### src/rtl/scan_bist_pkg.sv
package scan_bist_pkg;

  localparam int LFSR_W = 32;
  localparam logic [LFSR_W-1:0] LFSR_SEED = 32'h1D87_2B41;
  localparam int MISR_TAP = 3;

  typedef enum logic [2:0] {
    ST_IDLE    = 3'd0,
    ST_SHIFT   = 3'd1,
    ST_CAPTURE = 3'd2,
    ST_FINAL   = 3'd3,
    ST_DONE    = 3'd4
  } bist_state_e;

  // One step of the pattern source: taps 32, 22, 2, 1
  function automatic logic [LFSR_W-1:0] lfsr_step(input logic [LFSR_W-1:0] q);
    return {q[LFSR_W-2:0], q[31] ^ q[21] ^ q[1] ^ q[0]};
  endfunction

  // Three tap positions that drive chain idx through the phase shifter
  function automatic int ps_tap_a(input int idx);
    return idx % LFSR_W;
  endfunction
  function automatic int ps_tap_b(input int idx);
    return (3 * idx + 5) % LFSR_W;
  endfunction
  function automatic int ps_tap_c(input int idx);
    return (7 * idx + 11) % LFSR_W;
  endfunction

endpackage

### src/rtl/scan_bist_lfsr.sv
module scan_bist_lfsr #(
  parameter int NUM_CHAINS = 25
) (
  input  logic                                 clk,
  input  logic                                 rst_n,
  input  logic                                 seed_load,
  input  logic                                 advance,
  output logic [scan_bist_pkg::LFSR_W-1:0]     state_q,
  output logic [NUM_CHAINS-1:0]                ps_out
);
  import scan_bist_pkg::*;

  logic [LFSR_W-1:0] q;

  always_ff @(posedge clk or negedge rst_n) begin
    if (!rst_n) begin
      q <= LFSR_SEED;
    end else if (seed_load) begin
      q <= LFSR_SEED;
    end else if (advance) begin
      q <= lfsr_step(q);
    end
  end

  assign state_q = q;

  for (genvar gi = 0; gi < NUM_CHAINS; gi++) begin : g_phase
    localparam int TA = ps_tap_a(gi);
    localparam int TB = ps_tap_b(gi);
    localparam int TC = ps_tap_c(gi);
    assign ps_out[gi] = q[TA] ^ q[TB] ^ q[TC];
  end

endmodule

### src/rtl/scan_bist_misr.sv
module scan_bist_misr #(
  parameter int NUM_CHAINS = 25
) (
  input  logic                  clk,
  input  logic                  rst_n,
  input  logic                  seed_load,
  input  logic                  accumulate,
  input  logic [NUM_CHAINS-1:0] data_in,
  output logic [NUM_CHAINS-1:0] sig_q
);
  import scan_bist_pkg::*;

  localparam logic [NUM_CHAINS-1:0] MISR_SEED = '1;

  logic [NUM_CHAINS-1:0] sig;
  logic [NUM_CHAINS-1:0] sig_nxt;

  for (genvar gk = 0; gk < NUM_CHAINS; gk++) begin : g_cell
    if (gk == 0) begin : g_head
      assign sig_nxt[gk] = sig[NUM_CHAINS-1] ^ data_in[gk];
    end else if (gk == MISR_TAP) begin : g_tap
      assign sig_nxt[gk] = sig[gk-1] ^ sig[NUM_CHAINS-1] ^ data_in[gk];
    end else begin : g_plain
      assign sig_nxt[gk] = sig[gk-1] ^ data_in[gk];
    end
  end

  always_ff @(posedge clk or negedge rst_n) begin
    if (!rst_n) begin
      sig <= MISR_SEED;
    end else if (seed_load) begin
      sig <= MISR_SEED;
    end else if (accumulate) begin
      sig <= sig_nxt;
    end
  end

  assign sig_q = sig;

endmodule

### src/rtl/scan_bist_ctrl.sv
module scan_bist_ctrl #(
  parameter int CHAIN_LEN = 200,
  parameter int CNT_W     = 16
) (
  input  logic             clk,
  input  logic             rst_n,
  input  logic             start,
  input  logic [CNT_W-1:0] pattern_count,
  output logic             scan_en,
  output logic             capture_en,
  output logic             done,
  output logic             seed_load,
  output logic             load_phase,
  output logic             final_phase,
  output logic             first_load,
  output logic             misr_acc
);
  import scan_bist_pkg::*;

  localparam int SC_W = (CHAIN_LEN > 1) ? $clog2(CHAIN_LEN) : 1;
  localparam logic [SC_W-1:0] SC_LAST = SC_W'(CHAIN_LEN - 1);

  bist_state_e      state;
  logic [SC_W-1:0]  shift_cnt;
  logic [CNT_W-1:0] pat_cnt;
  logic [CNT_W-1:0] pat_target;
  logic             first_q;
  logic             accept;
  logic             shift_last;
  logic             last_pattern;

  assign accept       = start && (state == ST_IDLE || state == ST_DONE);
  assign shift_last   = (shift_cnt == SC_LAST);
  assign last_pattern = ((pat_cnt + CNT_W'(1)) == pat_target);

  always_ff @(posedge clk or negedge rst_n) begin
    if (!rst_n) begin
      state      <= ST_IDLE;
      shift_cnt  <= '0;
      pat_cnt    <= '0;
      pat_target <= '0;
      first_q    <= 1'b0;
    end else begin
      case (state)
        ST_IDLE, ST_DONE: begin
          if (accept) begin
            pat_target <= pattern_count;
            pat_cnt    <= '0;
            shift_cnt  <= '0;
            first_q    <= 1'b1;
            state      <= (pattern_count == '0) ? ST_DONE : ST_SHIFT;
          end
        end
        ST_SHIFT: begin
          if (shift_last) begin
            shift_cnt <= '0;
            state     <= ST_CAPTURE;
          end else begin
            shift_cnt <= shift_cnt + SC_W'(1);
          end
        end
        ST_CAPTURE: begin
          first_q <= 1'b0;
          pat_cnt <= pat_cnt + CNT_W'(1);
          state   <= last_pattern ? ST_FINAL : ST_SHIFT;
        end
        ST_FINAL: begin
          if (shift_last) begin
            shift_cnt <= '0;
            state     <= ST_DONE;
          end else begin
            shift_cnt <= shift_cnt + SC_W'(1);
          end
        end
        default: state <= ST_IDLE;
      endcase
    end
  end

  assign load_phase  = (state == ST_SHIFT);
  assign final_phase = (state == ST_FINAL);
  assign scan_en     = load_phase || final_phase;
  assign capture_en  = (state == ST_CAPTURE);
  assign done        = (state == ST_DONE);
  assign seed_load   = accept;
  assign first_load  = first_q;
  assign misr_acc    = (load_phase && !first_q) || final_phase;

endmodule

### src/rtl/scan_bist_seq.sv
module scan_bist_seq #(
  parameter int NUM_CHAINS = 25,
  parameter int CHAIN_LEN  = 200,
  parameter int CNT_W      = 16
) (
  input  logic                  clk,
  input  logic                  rst_n,
  input  logic                  start,
  input  logic [CNT_W-1:0]      pattern_count,
  output logic                  scan_en,
  output logic                  capture_en,
  output logic [NUM_CHAINS-1:0] scan_in,
  input  logic [NUM_CHAINS-1:0] scan_out,
  output logic                  done,
  output logic [NUM_CHAINS-1:0] signature
);
  import scan_bist_pkg::*;

  logic                  seed_load;
  logic                  load_phase;
  logic                  final_phase;
  logic                  first_load;
  logic                  misr_acc;
  logic [LFSR_W-1:0]     lfsr_state;
  logic [NUM_CHAINS-1:0] ps_bits;

  scan_bist_ctrl #(
    .CHAIN_LEN(CHAIN_LEN),
    .CNT_W    (CNT_W)
  ) u_ctrl (
    .clk          (clk),
    .rst_n        (rst_n),
    .start        (start),
    .pattern_count(pattern_count),
    .scan_en      (scan_en),
    .capture_en   (capture_en),
    .done         (done),
    .seed_load    (seed_load),
    .load_phase   (load_phase),
    .final_phase  (final_phase),
    .first_load   (first_load),
    .misr_acc     (misr_acc)
  );

  scan_bist_lfsr #(
    .NUM_CHAINS(NUM_CHAINS)
  ) u_lfsr (
    .clk      (clk),
    .rst_n    (rst_n),
    .seed_load(seed_load),
    .advance  (load_phase),
    .state_q  (lfsr_state),
    .ps_out   (ps_bits)
  );

  scan_bist_misr #(
    .NUM_CHAINS(NUM_CHAINS)
  ) u_misr (
    .clk       (clk),
    .rst_n     (rst_n),
    .seed_load (seed_load),
    .accumulate(misr_acc),
    .data_in   (scan_out),
    .sig_q     (signature)
  );

  assign scan_in = load_phase ? ps_bits : '0;

endmodule

### config.mk
export PLATFORM = sky130hd
export DESIGN_NAME = scan_bist_seq
export DESIGN_NICKNAME = d
export VERILOG_FILES = /design/src/rtl/scan_bist_pkg.sv /design/src/rtl/scan_bist_lfsr.sv /design/src/rtl/scan_bist_misr.sv /design/src/rtl/scan_bist_ctrl.sv /design/src/rtl/scan_bist_seq.sv
export SDC_FILE = /design/constraint.sdc
export NUM_CORES = 1
export LEC_CHECK = 0
export ABC_AREA = 1
export BUFFER_PORTS_ARGS = -buffer_cell sky130_fd_sc_hd__buf_2
export CORE_AREA = 10 10 149 151
export CTS_CLUSTER_SIZE = 16
export DETAILED_ROUTE_END_ITERATION = 7
export DIE_AREA = 0 0 159 161
export PLACE_DENSITY = 0.5
export SLEW_MARGIN = 20
export SYNTH_ARGS = -nofsm -noshare
export SYNTH_HDL_FRONTEND = slang
export SYNTH_SLANG_ARGS = --single-unit
### constraint.sdc
create_clock -name clk -period 5.2 [get_ports clk]
set_clock_uncertainty 0.2 [all_clocks]
set_input_delay 0 -clock clk [delete_from_list [all_inputs] [get_ports clk]]
set_output_delay 0 -clock clk [all_outputs]
set_load 0.02 [all_outputs]
==> results of run 1 <==
==> sequential cells by signal, summed over array words and instances, names as in the netlist <==
| signal | count |
|---|---|
| u_ctrl.first_load | 1 |
| u_ctrl.pat_cnt | 16 |
| u_ctrl.pat_target | 16 |
| u_ctrl.shift_cnt | 8 |
| u_ctrl.state | 3 |
| u_lfsr.state_q | 32 |
| u_misr.sig_q | 25 |
==> stage by stage <==
stage          hold slack (ns)  std cells  utilization [%]
2_1_floorplan          -0.4956        658                -
3_3_place_gp           -0.1440       1005            33.20
3_5_place_dp           -0.1429       1005            33.20
4_1_cts                0.01255       1066            37.07
5_1_grt                0.07218       1066            37.07
6_report             -0.001324       1066            37.07
==> final cells by class <==
| cell class | count | area, µm² | area share, % |
|---|---|---|---|
| clock inverters | 5 | 58.81 | 0.8260 |
| multi-input cells | 431 | 2552 | 35.85 |
| inverters | 109 | 411.6 | 5.782 |
| clock buffers | 11 | 232.7 | 3.269 |
| well taps | 265 | 331.6 | 4.657 |
| repair buffers | 144 | 955.9 | 13.43 |
| flip-flops and latches | 101 | 2576 | 36.19 |
==> logic make-up after synthesis <==
logic type,after synthesis
AOI/OAI and AO/OA,156
xor gates and xnor gates,56
adders and majority gates,2
buffers and inverters,126
DFF,101
and+or+nand+nor,217
==> worst paths after layout <==
check                                                      start                                 to
worst max-delay path                 u_ctrl.state[1]$_DFFE_PN0P_        u_misr.sig_q[1]$_DFFE_PN1P_
worst min-delay path                                       rst_n  u_ctrl.pat_target[10]$_DFFE_PN0P_
worst max register to register       u_ctrl.state[1]$_DFFE_PN0P_        u_misr.sig_q[1]$_DFFE_PN1P_
worst min register to register  u_ctrl.pat_target[0]$_DFFE_PN0P_   u_ctrl.pat_target[0]$_DFFE_PN0P_
max in group asynchronous                                  rst_n     u_lfsr.state_q[21]$_DFFE_PN0P_
min in group clk                               pattern_count[13]  u_ctrl.pat_target[13]$_DFFE_PN0P_
==> cell usage in the layout, fill, tap and decap left out, types with 5 or more instances in the layout <==
cell type / n
a22oi_2: 20
nand3_1: 45
nor2_1: 28
dlygate4sd3_1: 45
nand2_1: 111
inv_1: 99
inv_2: 8
nand4_1: 9
dfrtp_1: 62
o21ai_0: 56
xnor2_1: 53
nor2_4: 5
buf_2: 95
dfstp_2: 39
a21oi_1: 34
a22oi_1: 18
clkbuf_16: 9
o22ai_1: 21
==> report_power, final <==
group	switching, mW	internal, mW	leakage (nW)
combinational	1.58	0.933	1.91
sequential	0.333	1.26	1.20
clock	0.308	0.376	0.144
==> routing by layer <==
| metal | up-vias | part of all wire, % | GRT usage, % |
|---|---|---|---|
| li1 | 2457 | - | - |
| met1 | 2178 | 52 | 17.10 |
| met2 | 102 | 42 | 17.91 |
| met3 | 14 | 4.1 | 2.313 |
| met4 | 0 | 1.7 | 4.423 |
| met5 | - | 0 | 0 |
==> results by group, run 1 <==
Status
  – Outcome: finished, violations left
  – Failing checks: hold timing

Logic synthesis
  – Post-synthesis mux area share: 0%
  – Yosys warns: 0
  – Yosys top cell by area: dfrtp_1
  – Seq/Total Area, Yosys: 45.70%
  – Asr flop ratio synth: 100.0%
  – Top cells by instance count after synthesis: nand2_1, inv_1, dfrtp_1, o21ai_0, xnor2_1
  – Syn Std Cell Area: 5637 µm²
  – Share of the synthesized area in the top cell type: 27.52%
  – Simple-Gate Fraction of Synth Area: 17.76%
  – Synth Area in Adders: 0.4440%
  – Synth Area per Inst: 8.566 µm²
  – Synth Area in Compound Gates: 18.38%
  – Synth Net Count: 704
  – Number of synthesized flops with an enable pin: 0
  – Largest family of logic cells by synthesized area: compound AO/OA/AOI/OAI gates
  – Seq cells post-synth: 101
  – Top-count cell post-synth: nand2_1
  – Synth Area in XOR/XNOR: 8.701%
  – Synth Flop Type: dfrtp_1
  – Synth cell types: 38
  – Mapped Cells: 658
  – Largest cells by area after synthesis: dfrtp_1, dfstp_2, xnor2_1, nand2_1, inv_1

Pwr
  – Leakage: 3.254 nW
  – PwrDens: 673.5 nW/µm²
  – Peak supply drop: 0.1738 mV
  – Total power: 4.795 mW

Final layout
  – Share of cells above drive strength 1: 24.59%
  – Final nets: 842
  – Antenna cell count: 0
  – Fill cells: 1977
  – P&R area growth vs syn: 26.30%
  – Design area: 7119 µm²

Clock tree
  – Clk_lat worst skew: 0.35 ns
  – Post CTS Setup Buffer Count: 0
  – Clk slew on worst S/H paths: 0.07 ns
  – Post-cts sizing count: 0
  – H-tree depth: 3
  – CTS tree: done
  – Cts hold-fix bufs: 45
  – Clock Path Buffers: 2
  – CTS sink cnt: 101
  – Root Driver: clkbuf_16
  – Inserted Clock Buffers: 9

Floorplan
  – Core area: 19210 µm²
  – Ports: 97
  – Chip Height: 161 µm
  – Row cnt: 51
  – Starting Density: 29.35%
  – Die Area: 25600 µm²
  – Die X: 159 µm

Critical path
  – Critical path cell sequence: nor2_1 > inv_2 > nor2_8 > nor2_4 > inv_4 > o31ai_4 > buf_4 > nor2_4 > a22oi_1
  – CP endpoint kind: register
  – R2R depth: 9
  – Startpoint types: register
  – Required time worst endpoint: 5.23 ns
  – Bufs and invs on worst path: 3
  – Crit-path max FO: 33
  – Most common cell on crit path: nor2_4
  – WP depth: 9
  – Delay-heaviest family, CP: simple AND/OR/NAND/NOR gates
  – Critical path class: reg2reg
  – CP arrival: 2.92 ns
  – Slowest stage cell, crit path: nor2_4
  – Slowest stage delay, CP: 0.68 ns
  – Reg2Reg Setup Slack: 2.31 ns

Placement
  – Pre-CTS setup slack: 2.264 ns
  – DP Wirelength: 11010 µm
  – Placement Cell Area: 6377 µm²
  – I/O Buffers: 96
  – Final GP Congestion: 0.8021

GRT
  – Tot GR Track Use: 12.10%
  – Largest net degree at the start of global routing: 56
  – Antenna violations before repair: 0
  – Vias in the first global route: 4811
  – First-pass GRT wire length: 25520 µm
  – GRT overflow: 0

Min path
  – Min-delay worst type: in2async

Timing
  – Setup TNS Final: 0 ns
  – Setup Viol. Count Final: 0
  – FMAX: 346.2 MHz
  – Period utilization: 55.55%
  – Final hold vios: 1
  – Final WS setup: 2.311 ns
  – Slew Viols, Final: 0
  – Hold_ws: -0.001324 ns
  – Worst relative slew slack: 44.63%
  – RSZ-0062 raised after global routing: false
  – Min Tclk post-route: 2.889 ns
  – Slew @ Worst Pin: 0.8286 ns

Detailed routing
  – Drt wl/cell: 14.27 µm
  – Detailed-route wire length: 15220 µm
  – Post-route ant nets: 0
  – DR vias: 4751
  – DR vias/cell: 4.457
  – DRC errors left: 0
  – DRT Pass-1 Iters: 4
  – Drt initial violations: 350

Flow run
  – Max_cap viols: 0
Power figures use the tool's default switching activity.
==> run 2, diff against run 1 <==
- PLACE_DENSITY: 0.5 -> 0.52
- clock period: 5.2 -> 2.3 ns (I/O delays scaled with it)
==> results by group, run 2 (synthesis results as in run 1) <==
Floorplan
  – Row cnt: 51
  – Core area: 19210 µm²
  – Starting Density: 29.35%
  – Die Area: 25600 µm²
  – Die X: 159 µm
  – Chip Height: 161 µm
  – Ports: 97

GRT
  – GRT overflow: 0
  – Tot GR Track Use: 12.45%
  – Vias in the first global route: 5060
  – Largest net degree at the start of global routing: 47
  – First-pass GRT wire length: 26230 µm
  – Antenna violations before repair: 0

Pwr
  – Sequential share of power: 32.1%
  – Cell Int Power: 6.042 mW
  – PwrDens: 1547 nW/µm²
  – Switching Fraction: 46.49%
  – Peak supply drop: 0.5981 mV
  – Clk network pwr share: 14.1%
  – Psw: 5.250 mW
  – Total power: 11.29 mW
  – Logic pwr share: 53.8%
  – Leakage: 3.355 nW

Critical path
  – Slowest stage cell, crit path: dfrtp_1
  – Critical path cell sequence: inv_1 > nor2_4 > inv_2 > nor2_4 > buf_12 > o21ai_0 > a21oi_1 > buf_2
  – Bufs and invs on worst path: 4
  – Startpoint types: register
  – R2R Path Start: u_ctrl.pat_cnt[0]$_DFFE_PN0P_
  – Required time worst endpoint: 2.10 ns
  – R2R Path End: u_ctrl.state[1]$_DFFE_PN0P_
  – CP endpoint kind: output pin
  – CP arrival: 1.94 ns
  – R2R depth: 13
  – Crit-path max FO: 20
  – Most common cell on crit path: nor2_4
  – Critical path class: reg2out
  – Delay-heaviest family, CP: buffers and inverters
  – Reg2Reg Setup Slack: 0.24 ns
  – Slowest stage delay, CP: 0.42 ns

Final layout
  – Design area: 7301 µm²
  – Final core utilization: 38.01%
  – Max reg flops: 32
  – Final nets: 853
  – Most frequent cells in the layout: nand2_1, inv_1, buf_2
  – Antenna cell count: 0
  – Most common cell after layout, fill and taps aside: nand2_1
  – Share of cells above drive strength 1: 26.11%
  – Fill cells: 1944
  – Fin cells: 1077
  – P&R area growth vs syn: 29.52%

Clock tree
  – Clock Path Buffers: 2
  – H-tree depth: 3
  – Clk_lat worst skew: 0.36 ns
  – CTS tree: done
  – Clk slew on worst S/H paths: 0.08 ns
  – CTS sink cnt: 101
  – Root Driver: clkbuf_16
  – Inserted Clock Buffers: 9

Placement
  – I/O Buffers: 96
  – DP Wirelength: 11550 µm
  – Final GP Congestion: 0.8317
  – Placement Cell Area: 6475 µm²
  – Inst Count DP: 1013
  – Pre-CTS setup slack: 0.2781 ns

Timing
  – Final hold vios: 0
  – Setup Viol. Count Final: 0
  – Period utilization: 93.09%
  – Setup TNS Final: 0 ns
  – Hold_ws: 0.1158 ns
  – Final WS setup: 0.1589 ns
  – Slew Viols, Final: 0
  – Worst relative slew slack: 61.58%
  – Min Tclk post-route: 2.141 ns
  – RSZ-0062 raised after global routing: false
  – FMAX: 467.1 MHz
  – Slew @ Worst Pin: 0.5711 ns

Detailed routing
  – Detailed-route wire length: 16050 µm
  – DRT Pass-1 Iters: 5
  – Drt wl/cell: 14.90 µm
  – Drt initial violations: 238
  – Post-route ant nets: 0
  – DR vias: 4899
  – DRC errors left: 0
  – DR vias/cell: 4.549

Status
  – Outcome: completed

Flow run
  – Max_cap viols: 0

Min path
  – Min-delay worst type: in2async
-- run 2: area by class of cell --
| cell class | count | area, µm² | area share, % |
|---|---|---|---|
| repair buffers | 155 | 1114 | 15.25 |
| inverters | 109 | 411.6 | 5.638 |
| multi-input cells | 431 | 2557 | 35.03 |
| clock inverters | 6 | 60.06 | 0.8226 |
| flip-flops and latches | 101 | 2576 | 35.29 |
| well taps | 265 | 331.6 | 4.542 |
| clock buffers | 10 | 250.2 | 3.428 |
-- run 2: power by group through the flow --
stage	sequential [mW]	clock, mW	combinational [mW]
final	3.63	1.59	6.08
after global routing	3.77	1.72	6.72
after CTS	3.63	1.66	5.98
after detailed placement	3.65	0	5.89
after global placement	3.66	0	5.87
after floorplan	3.74	0	4.05
-- run 2: tightest hold or removal path, stage by stage --
cell and delay, ns:
dlygate4sd3_1 0.53, buf_4 0.28, buf_12 0.22
-- run 2: timing repair --
action / in CTS / in global routing
hold endpoints to repair: 118 / 0
buffers inserted: 0 / 3
hold buffers: 44 / 0
resized for setup: 0 / 1
setup endpoints to repair: 0 / 22
-- run 2: worst max path at each step --
stage,startpoint,end,slack (ns),cells past startpoint
2_1_floorplan,u_ctrl.pat_cnt[0]$_DFFE_PN0P_,u_ctrl.state[1]$_DFFE_PN0P_,0.52,13
3_3_place_gp,u_ctrl.pat_cnt[0]$_DFFE_PN0P_,u_ctrl.state[1]$_DFFE_PN0P_,0.29,13
3_5_place_dp,u_ctrl.pat_cnt[0]$_DFFE_PN0P_,u_ctrl.state[1]$_DFFE_PN0P_,0.28,13
4_1_cts,u_ctrl.state[2]$_DFFE_PN0P_,scan_in[21],0.01,7
5_1_grt,u_ctrl.pat_cnt[0]$_DFFE_PN0P_,u_ctrl.state[1]$_DFFE_PN0P_,0.004,13
6_report,u_ctrl.state[0]$_DFFE_PN0P_,scan_in[21],0.16,8
-- run 2: layer usage --
metal / routed length [µm] / part of all wire [%] / up-vias / GRT usage (%)
li1: - / - / 2485 / -
met1: 7857 / 49 / 2285 / 16.26
met2: 7246 / 45 / 110 / 20.01
met3: 635 / 4.0 / 19 / 2.567
met4: 312 / 1.9 / 0 / 4.381
met5: 0 / 0 / - / 0
==> run 3, diff against run 2 <==
- BUFFER_PORTS_ARGS: -buffer_cell sky130_fd_sc_hd__buf_2 -> -buffer_cell sky130_fd_sc_hd__buf_4
==> results by group, run 3 (synthesis results as in run 1) <==
Status
  – Outcome: completed

Timing
  – Final hold vios: 0
  – Period utilization: 92.29%
  – Setup Viol. Count Final: 0
  – Worst relative slew slack: 60.99%
  – Min Tclk post-route: 2.123 ns
  – FMAX: 471.1 MHz
  – RSZ-0062 raised after global routing: false
  – Slew @ Worst Pin: 0.5798 ns
  – Slew Viols, Final: 0
  – Setup TNS Final: 0 ns

Placement
  – DP Wirelength: 11580 µm
  – Inst Count DP: 1015
  – Placement Cell Area: 6728 µm²
  – I/O Buffers: 96
  – Final GP Congestion: 0.8631

Critical path
  – R2R Path Start: u_ctrl.pat_cnt[0]$_DFFE_PN0P_
  – Reg2Reg Setup Slack: 0.22 ns
  – Critical path cell sequence: inv_1 > nor2_4 > inv_2 > nor2_2 > buf_12 > o21ai_0 > a21oi_1 > buf_4
  – Bufs and invs on worst path: 4
  – R2R depth: 13
  – Crit-path max FO: 40
  – Slowest stage delay, CP: 0.39 ns
  – Slowest stage cell, crit path: dfrtp_1
  – Required time worst endpoint: 2.10 ns
  – Critical path class: reg2out
  – R2R Path End: u_ctrl.state[1]$_DFFE_PN0P_
  – CP endpoint kind: output pin
  – CP arrival: 1.92 ns
  – Startpoint types: register
  – Delay-heaviest family, CP: buffers and inverters

Final layout
  – Fill cells: 1924
  – Final nets: 855
  – Share of cells above drive strength 1: 26.04%
  – Fin cells: 1079
  – Most common cell after layout, fill and taps aside: nand2_1
  – Design area: 7491 µm²
  – Max reg flops: 32
  – Most frequent cells in the layout: nand2_1, buf_4, inv_1
  – P&R area growth vs syn: 32.90%
  – Antenna cell count: 0

Detailed routing
  – DR vias/cell: 4.542
  – Drt initial violations: 294
  – DRT Pass-1 Iters: 5
  – DR vias: 4901
  – DRC errors left: 0
  – Drt wl/cell: 14.73 µm
  – Detailed-route wire length: 15890 µm
  – Post-route ant nets: 0

Floorplan
  – Die Area: 25600 µm²
  – Ports: 97
  – Row cnt: 51
  – Starting Density: 29.35%
  – Core area: 19210 µm²
  – Chip Height: 161 µm
  – Die X: 159 µm

Min path
  – Min-delay worst type: in2reg
  – Worst hold start: pattern_count[15]
  – Hold Path End: u_ctrl.pat_target[15]$_DFFE_PN0P_
  – Cell depth of the worst hold path: 4

Pwr
  – Cell Int Power: 6.218 mW
  – Switching Fraction: 45.78%
  – Total power: 11.47 mW
  – Logic pwr share: 55.0%
  – Psw: 5.250 mW
  – Leakage: 3.407 nW
  – PwrDens: 1531 nW/µm²
  – Sequential share of power: 31.7%
  – Clk network pwr share: 13.3%
  – Peak supply drop: 0.5911 mV

GRT
  – Largest net degree at the start of global routing: 41
  – Tot GR Track Use: 12.53%
  – Antenna violations before repair: 0
  – GRT overflow: 0
  – First-pass GRT wire length: 26490 µm
  – Vias in the first global route: 4983

Flow run
  – Max_cap viols: 0

Clock tree
  – Clock Path Buffers: 2
  – Clk_lat worst skew: 0.36 ns
  – Inserted Clock Buffers: 9
  – H-tree depth: 3
  – Clk slew on worst S/H paths: 0.08 ns
  – Root Driver: clkbuf_16
  – CTS sink cnt: 101
  – CTS tree: done
  – Post-cts sizing count: 0
run 3: per-layer routing:
metal	GRT usage (%)	vias to the layer above	share of wire, %	wire, µm
met2	19.13	112	44	7056
met3	2.110	21	4.1	654
li1	-	2477	-	-
met4	5.097	0	2.0	325
met5	0	-	0	0
met1	17.24	2291	49	7857
run 3: area by class of cell:
| type | count | area [µm²] | share of cell area (%) |
|---|---|---|---|
| clock buffers | 9 | 225.2 | 3.007 |
| well taps | 265 | 331.6 | 4.426 |
| clock inverters | 7 | 65.06 | 0.8685 |
| flip-flops and latches | 101 | 2576 | 34.39 |
| multi-input cells | 431 | 2552 | 34.07 |
| repair buffers | 157 | 1329 | 17.74 |
| inverters | 109 | 411.6 | 5.495 |
run 3: worst register-to-register path: cells and delay by family (launching register included):
kind	cells	cell delay [ns]
and+or+nand+nor	12	1.16
DFF	1	0.44
adders and majority gates	1	0.23
run 3: how the worst max path moves through the flow:
| stage | from | endpoint | slack (ns) | depth (start not counted) |
|---|---|---|---|---|
| floorplan | u_ctrl.pat_cnt[0]$_DFFE_PN0P_ | u_ctrl.state[1]$_DFFE_PN0P_ | 0.52 | 13 |
| global placement | u_ctrl.pat_cnt[0]$_DFFE_PN0P_ | u_ctrl.state[1]$_DFFE_PN0P_ | 0.28 | 13 |
| detailed placement | u_ctrl.pat_cnt[0]$_DFFE_PN0P_ | u_ctrl.state[1]$_DFFE_PN0P_ | 0.27 | 13 |
| CTS | u_ctrl.state[0]$_DFFE_PN0P_ | scan_in[21] | 0.07 | 8 |
| global route | u_ctrl.pat_cnt[0]$_DFFE_PN0P_ | u_ctrl.state[1]$_DFFE_PN0P_ | 0.007 | 13 |
| finish | u_ctrl.state[0]$_DFFE_PN0P_ | scan_in[1] | 0.18 | 8 |
run 3: timing repair:
item,CTS,global route
endpoints found under the hold margin,113,0
buffers inserted,0,3
hold buffers,45,0
endpoints found under the setup margin,0,8
run 3: through the flow:
step / hold slack [ns] / util [%] / setup WS (ns)
after floorplan: -0.4956 / - / 0.5156
after global placement: -0.1665 / 35.03 / 0.2781
after detailed placement: -0.1593 / 35.03 / 0.2702
after CTS: 0.1813 / 38.88 / 0.07341
after global routing: 0.2199 / 39.00 / 0.006955
final: 0.1912 / 39.00 / 0.1773
run 3: power groups by stage:
| stage | sequential (mW) | clock [mW] | combinational (mW) |
|---|---|---|---|
| floorplan | 3.74 | 0 | 4.05 |
| global placement | 3.67 | 0 | 6.23 |
| detailed placement | 3.67 | 0 | 6.24 |
| CTS | 3.64 | 1.58 | 6.34 |
| global route | 3.77 | 1.64 | 6.96 |
| finish | 3.63 | 1.53 | 6.30 |
